`src/rtl/pdo_pkg.sv`:
```
package pdo_pkg;
  localparam int unsigned TAPS   = 8;
  localparam int unsigned SEL_W  = $clog2(TAPS);
  localparam logic [2:0]  MODE_DIV = 3'b001;

  typedef struct packed {
    logic             lvl;
    logic [SEL_W-1:0] sel;
    logic             run;
    logic [2:0]       mode;
  } ctrl_t;
endpackage

```
`src/rtl/pdo_tick_sel.sv`:
```
module pdo_tick_sel #(
  parameter int unsigned TAPS  = 8,
  parameter int unsigned SEL_W = $clog2(TAPS)
) (
  input  logic [TAPS-1:0]  tap_i,
  input  logic [SEL_W-1:0] sel_i,
  output logic             tick_o
);
  always_comb tick_o = tap_i[sel_i];
endmodule

```
`src/rtl/pdo_counter.sv`:
```
module pdo_counter #(
  parameter int unsigned CNT_W = 8
) (
  input  logic             clk_i,
  input  logic             rst_ni,
  input  logic             en_i,
  input  logic             tick_i,
  input  logic [CNT_W-1:0] cmp_i,
  output logic             hit_o,
  output logic             match_o
);
  localparam int unsigned LIM_W = CNT_W + 1;

  logic [CNT_W-1:0] cnt_q;
  logic [LIM_W-1:0] limit, nxt;

  // zero compare means a full 2^CNT_W division
  always_comb begin
    limit = (cmp_i == '0) ? (LIM_W'(1) << CNT_W) : {1'b0, cmp_i};
    nxt   = {1'b0, cnt_q} + LIM_W'(1);
    hit_o = en_i && tick_i && (nxt == limit);
  end

  always_ff @(posedge clk_i or negedge rst_ni) begin
    if (!rst_ni) begin
      cnt_q   <= '0;
      match_q <= 1'b0;
    end else begin
      match_q <= hit_o;
      if (!en_i)       cnt_q <= '0;
      else if (hit_o)  cnt_q <= '0;
      else if (tick_i) cnt_q <= nxt[CNT_W-1:0];
    end
  end

  logic match_q;
  assign match_o = match_q;

  p_idle_clear_r7: assert property (@(posedge clk_i) disable iff (!rst_ni)
    !en_i |=> (cnt_q == '0));
  p_match_needs_en_r10: assert property (@(posedge clk_i) disable iff (!rst_ni)
    match_o |-> $past(en_i));
endmodule

```
`src/rtl/pdo_out_ff.sv`:
```
module pdo_out_ff (
  input  logic clk_i,
  input  logic rst_ni,
  input  logic load_i,
  input  logic load_val_i,
  input  logic toggle_i,
  output logic q_o
);
  always_ff @(posedge clk_i or negedge rst_ni) begin
    if (!rst_ni)       q_o <= 1'b0;
    else if (load_i)   q_o <= load_val_i;
    else if (toggle_i) q_o <= ~q_o;
  end
endmodule

```
`src/rtl/pdo_timer.sv`:
```
module pdo_timer
  import pdo_pkg::*;
#(
  parameter int unsigned CNT_W = 8
) (
  input  logic             clk_i,
  input  logic             rst_ni,
  input  logic [TAPS-1:0]  presc_tick_i,
  input  logic             wr_ctrl_i,
  input  logic             wr_cmp_i,
  input  logic [7:0]       wdata_i,
  output logic [7:0]       ctrl_o,
  output logic [CNT_W-1:0] cmp_o,
  output logic             pdo_o,
  output logic             match_o
);
  ctrl_t            ctrl_q;
  logic [CNT_W-1:0] cmp_q;
  logic             tick, hit, en, ff_load;

  always_ff @(posedge clk_i or negedge rst_ni) begin
    if (!rst_ni) begin
      ctrl_q <= '0;
      cmp_q  <= '0;
    end else begin
      if (wr_ctrl_i) ctrl_q <= ctrl_t'(wdata_i);
      if (wr_cmp_i)  cmp_q  <= wdata_i[CNT_W-1:0];
    end
  end

  assign en      = ctrl_q.run && (ctrl_q.mode == MODE_DIV);
  // level bit only reaches the flip-flop while stopped
  assign ff_load = wr_ctrl_i && !ctrl_q.run;

  pdo_tick_sel #(.TAPS(TAPS), .SEL_W(SEL_W)) u_sel (
    .tap_i (presc_tick_i),
    .sel_i (ctrl_q.sel),
    .tick_o(tick)
  );

  pdo_counter #(.CNT_W(CNT_W)) u_cnt (
    .clk_i  (clk_i),
    .rst_ni (rst_ni),
    .en_i   (en),
    .tick_i (tick),
    .cmp_i  (cmp_q),
    .hit_o  (hit),
    .match_o(match_o)
  );

  pdo_out_ff u_ff (
    .clk_i     (clk_i),
    .rst_ni    (rst_ni),
    .load_i    (ff_load),
    .load_val_i(wdata_i[7]),
    .toggle_i  (hit),
    .q_o       (pdo_o)
  );

  assign ctrl_o = {pdo_o, ctrl_q.sel, ctrl_q.run, ctrl_q.mode};
  assign cmp_o  = cmp_q;

  p_frozen_when_stopped_r7: assert property (@(posedge clk_i) disable iff (!rst_ni)
    (!ctrl_q.run && !wr_ctrl_i) |=> $stable(pdo_o));
  p_stopped_load_r8: assert property (@(posedge clk_i) disable iff (!rst_ni)
    (!ctrl_q.run && wr_ctrl_i) |=> (pdo_o == $past(wdata_i[7])));
  p_toggle_is_match_r10: assert property (@(posedge clk_i) disable iff (!rst_ni)
    ctrl_q.run |=> ((pdo_o ^ $past(pdo_o)) == match_o));
endmodule

```
`config.mk`:
```
export PLATFORM = sky130hd
export DESIGN_NAME = pdo_timer
export DESIGN_NICKNAME = d
export VERILOG_FILES = /design/src/rtl/pdo_pkg.sv /design/src/rtl/pdo_tick_sel.sv /design/src/rtl/pdo_counter.sv /design/src/rtl/pdo_out_ff.sv /design/src/rtl/pdo_timer.sv
export SDC_FILE = /design/constraint.sdc
export NUM_CORES = 1
export LEC_CHECK = 0
export BUFFER_PORTS_ARGS = -buffer_cell sky130_fd_sc_hd__buf_2
export CAP_MARGIN = 10
export CORE_MARGIN = 2
export CORE_UTILIZATION = 55
export CTS_BUF_LIST = sky130_fd_sc_hd__clkbuf_4
export DETAILED_ROUTE_END_ITERATION = 16
export PLACE_DENSITY = 0.82
export SYNTH_ARGS = -nofsm -noshare
export SYNTH_HDL_FRONTEND = slang
export SYNTH_HIERARCHICAL = 1
export SYNTH_SLANG_ARGS = --single-unit
```
`constraint.sdc`:
```
create_clock -name clk_i -period 2.7 [get_ports clk_i]
set_clock_uncertainty 0.1 [all_clocks]
set_input_delay 0.405 -clock clk_i [delete_from_list [all_inputs] [get_ports clk_i]]
set_output_delay 0.405 -clock clk_i [all_outputs]
set_load 0.01 [all_outputs]
```
# Word-level counts from Yosys, hierarchy flattened
# Index checks and enable logic that the tools add are counted.
# totals
regBits,25
input_bits,20
out_inout_bits,18
elab_cells,28
# op_classes
n_addsub,1
magnitude_cmp,1
n_eq_ne,3
muxes,8
n_bitwise,1
reduce_logical,7
# op_table
operator,count
two-way mux 8 bit,3
adder 8 x 1 -> 9 bit (second input constant),1
equality test 9 bit,1
two-way mux 9 bit,1
logical NOT 8 bit,1
logical AND 1 bit,4
< comparator 3 x 4 -> 1 bit (second input constant),1
binary-select mux 1 bit (select 3 bit),1
equality test 3 x 1 -> 1 bit (second input constant),1
two-way mux 1 bit,3
!= test 3 bit (second input constant),1
nonzero test 2 bit,1
logical NOT 1 bit,1
inverter 1 bit,1

# Logic depth before layout (Yosys ltp)
# logic_depth
word_depth,6
depth_mapped,9
depth_no_buf,8

# Cells and area by module
# Netlist, hierarchy kept.
# modules_own_cells
mod,n_inst,cells_per_inst,area_each_um2,seq_area_each_um2
pdo_counter,1,90,785.8,225.2
pdo_timer,1,35,649.4,375.4
pdo_tick_sel,1,3,63.8,0.0
pdo_out_ff,1,4,42.5,25.0

# Worst setup path after synthesis
# No wires, ideal clock.
# synth_timing
path_type,register to register
startpoint,register u_cnt.cnt_q[0]
endpoint,register u_ff.q_o
setup_ns,0.123
t_arrival_ns,2.160
required_time_ns,2.477
slack_ns,0.317
path_stages_with_launch,10
path_buffers,1
synth_period_minus_slack_ns,2.383
path_cell_list,dfrtp_1 ha_1 buf_6 o21ba_1 a221o_1 a221oi_2 o221a_4 nor2b_1 xnor2_1 o21ai_1
# synth_between
elab_chain_len,4
# synth_lines
item,line_no,text
start: declaration,pdo_counter.sv:14,logic [CNT_W-1:0] cnt_q;
start signal: assignment,pdo_counter.sv:32,else if (tick_i) cnt_q <= nxt[CNT_W-1:0];
adder 8 x 1 -> 9 bit,pdo_counter.sv:20,"nxt = {1'b0, cnt_q} + LIM_W'(1);"
equality test 9 bit,pdo_counter.sv:21,hit_o = en_i && tick_i && (nxt == limit);
logical AND 1 bit,pdo_counter.sv:21,
net hit,pdo_timer.sv:19,"logic tick, hit, en, ff_load;"
nonzero test 2 bit (no source line),--,
end signal: assignment,pdo_out_ff.sv:11,else if (load_i) q_o <= load_val_i;
end signal: assignment,pdo_out_ff.sv:12,else if (toggle_i) q_o <= ~q_o;
end: declaration,pdo_out_ff.sv:7,output logic q_o
# The timed path passes the listed nets, and every way through them passes these cells.
# A chain may end at the register's enable or synchronous reset.

# Worst setup path after layout
# Ends and elaborated chain as after synthesis.

==> results.ini <==
[sta]
tightestPinTransition_ns=0.547
final.min_clock_period_ns=2.53
hold_viol_final=0
drv_slew=0
grt_setup_unrepaired=false
timing.fmax_mhz=395
post-route-period-util_pct=93.7
timing.max_slew.rel_slack_pct=63.5
tns_ns=0
setup-violations-final=0

[synth]
asyncSetResetFlopFracSynth_pct=100
synth-seq-area-share_pct=40.6
synthDistinctLibCells=43
yosys-top-cells-count=25 x dfrtp_1, 15 x mux2_4, 11 x nand2_1, 7 x nand3_1
synth_top_flop_cell=dfrtp_1
main_area_contributors_after_synthesis=dfrtp_1 41%, mux2_4 15%, mux4_1 3.4%
number_of_flops_mapped_to_enable_cells_by_yosys=0
yosysTopAreaCell=dfrtp_1
postSynthNetCount=153
most_numerous_cell_in_the_yosys_netlist=dfrtp_1
postSynthRegisterBits=25
syn_area_um2=1540
postSynthAreaPerCell_um2=11.7
synthDominantCellAreaShare_pct=40.6
synthesis.yosys.warnings=6
post_synthesis_cells=132

[cts]
clock_sink_count=25
cts.root.buffer_cell=clkbuf_4
cts_made_buffers=3
post_cts.repair.setup_buffers=0
clk_latency_ns=0.32
cts_tree=done
cts_max_level=1
clk_path_buf_depth=2
cts.clk_slew.worst_paths_ns=0.13

[setup_path]
reg2regPathDepth=8
criticalPathCategory=flip-flop to flip-flop
worst_setup_path_end_kind=flip-flop
critical_path_peak_fanout=7
critical_path_required_ns=2.82
cp.arrival_ns=2.65
critical_path.startpoint_type=flip-flop

[floorplan]
floorplan.die.width_um=56.9
core_area_um2=2710
io_pins=38
floorplan.die_area_um2=3240
floorplan.initialDensity_pct=56.9
row_count=19
die_h_um=56.9

[drt]
initialDrtViolationCount=49
route.detailed.vias_per_inst=6.08
routed-via-count=1197
detail_route.first_pass.iterations=4
drc_violation_count_after_routing=0
avgRoutedWirePerCell_um=17.2
ant_nets=0
postRouteWirelength_um=3380

[power]
cellLeakagePower_nw=0.828
power-per-cell-area_nw_per_um2=451
peakVddDrop_uv=336

[global_route]
grt_overflow=0
grt_pass1_vias=1207
maximum_number_of_pins_on_one_net_before_global_route_repair=26
antenna_violations_before_repair=0
gr-usage-all-layers_pct=23.4
wire_length_of_the_first_global_routing_pass_um=5800

[run]
drv_cap=0

[cells_and_area]
fillCellCount=216
antenna-diode-count=0
multi_input_comb_area_um2=845
flow.area_growth_from_synthesis_pct=13.0
postLayoutCoreUtil_pct=64.3
post_route_cells_drive_above_1_share_pct=38.0
ff_latch_area_um2=626
final_nets=188

[min_path]
worst_hold_path.num_cells=2
holdCritPathClass=primary input to flip-flop

[placement]
globalplace.congestion=0.901
port_buffers=37
detailed_place_hpwl_um=2580

[status]
outcome=finished clean

==> worst max-delay path: stages (launching register included) <==
cell and delay, ns:
dfrtp_1 0.48, ha_2 0.27, o21ba_1 0.19, a221o_1 0.36, a221oi_2 0.32, o221a_4 0.29, nor2b_1 0.20, xnor2_1 0.15
o21ai_1 0.08
==> layout by cell type (no fill, tap or decap), types with 2 or more instances in the layout <==
cell type	instances
a21oi_1	3
a2bb2oi_1	2
and2_1	2
and3_1	3
buf_2	37
clkbuf_4	4
dfrtp_1	25
inv_1	2
mux2_4	15
mux4_1	2
nand2_1	11
nand3_1	7
nor2_1	3
nor2b_1	6
nor3_1	2
nor4_1	3
o21ai_0	4
o31ai_1	3
xnor2_1	4
xor2_1	6
==> routing by layer <==
| metal | track usage (%) | up-vias | share of wire, % | routed length, µm |
|---|---|---|---|---|
| met5 | 0 | - | 0 | 0 |
| met3 | 4.31 | 4 | 3.8 | 130 |
| met1 | 33.0 | 602 | 45 | 1510 |
| met4 | 8.31 | 0 | 0.86 | 29 |
| li1 | - | 558 | - | - |
| met2 | 36.5 | 33 | 51 | 1710 |
==> power breakdown <==
group / switching, mW / internal (mW)
clock: 0.112 / 0.0679
sequential: 0.0329 / 0.400
combinational: 0.0816 / 0.0920
total: 0.226 / 0.560
==> sequential cells by signal, indices dropped and copies added (netlist names) <==
name and flops:
ctrl_o 7, u_cnt/match_o 1, u_ff/q_o 1, u_cnt/cnt_q 8
cmp_o 8
==> area by class of cell <==
class                      count  area share [%]
sequential                    25            35.9
multi-input combinational     97            48.5
clock buffer                   4            1.72
tap                           31            2.23
inverter                       2           0.431
timing repair buffer          38            11.2
==> logic make-up after synthesis <==
group	Yosys count	share of synthesized area (%)
AOI/OAI and AO/OA	24	12.7
xor gates and xnor gates	10	5.68
adders and majority gates	1	0.812
buffers and inverters	10	4.79
DFF	25	40.6
muxes	19	19.4
and+or+nand+nor	43	16.1
==> timing repair <==
item                                   CTS  global route
endpoints found under the hold margin   25             0
hold buffers                             1             0
gates resized for setup                  0             1
setup endpoints to repair                0             1
==> stage by stage <==
stage	std cells	instance area, µm²	setup slack (ns)	hold slack (ns)	power [mW]
2_1_floorplan	132	1540	0.317	0.00941	0.547
3_3_place_gp	192	1700	0.229	0.320	0.607
3_5_place_dp	192	1700	0.148	0.332	0.613
4_1_cts	197	1740	0.132	0.210	0.794
5_1_grt	197	1740	0.0477	0.207	0.823
6_report	197	1740	0.171	0.217	0.786
==> path summary, 6_finish.rpt <==
| kind | start | endpoint | slack, ns |
|---|---|---|---|
| worst max register to register | u_cnt/cnt_q[0]$_DFFE_PN0P_ | u_ff/q_o$_DFFE_PN0P_ | 0.17 |
| worst max-delay path | u_cnt/cnt_q[0]$_DFFE_PN0P_ | u_ff/q_o$_DFFE_PN0P_ | 0.17 |
| min in group asynchronous | rst_ni | u_cnt/cnt_q[3]$_DFFE_PN0P_ | 0.48 |
| max in group asynchronous | rst_ni | ctrl_o[6]$_DFFE_PN0P_ | 1.65 |
| worst min-delay path | wdata_i[1] | cmp_o[1]$_DFFE_PN0P_ | 0.22 |
| worst min register to register | ctrl_o[0]$_DFFE_PN0P_ | ctrl_o[0]$_DFFE_PN0P_ | 0.45 |
(Power assumes the default switching activity.)
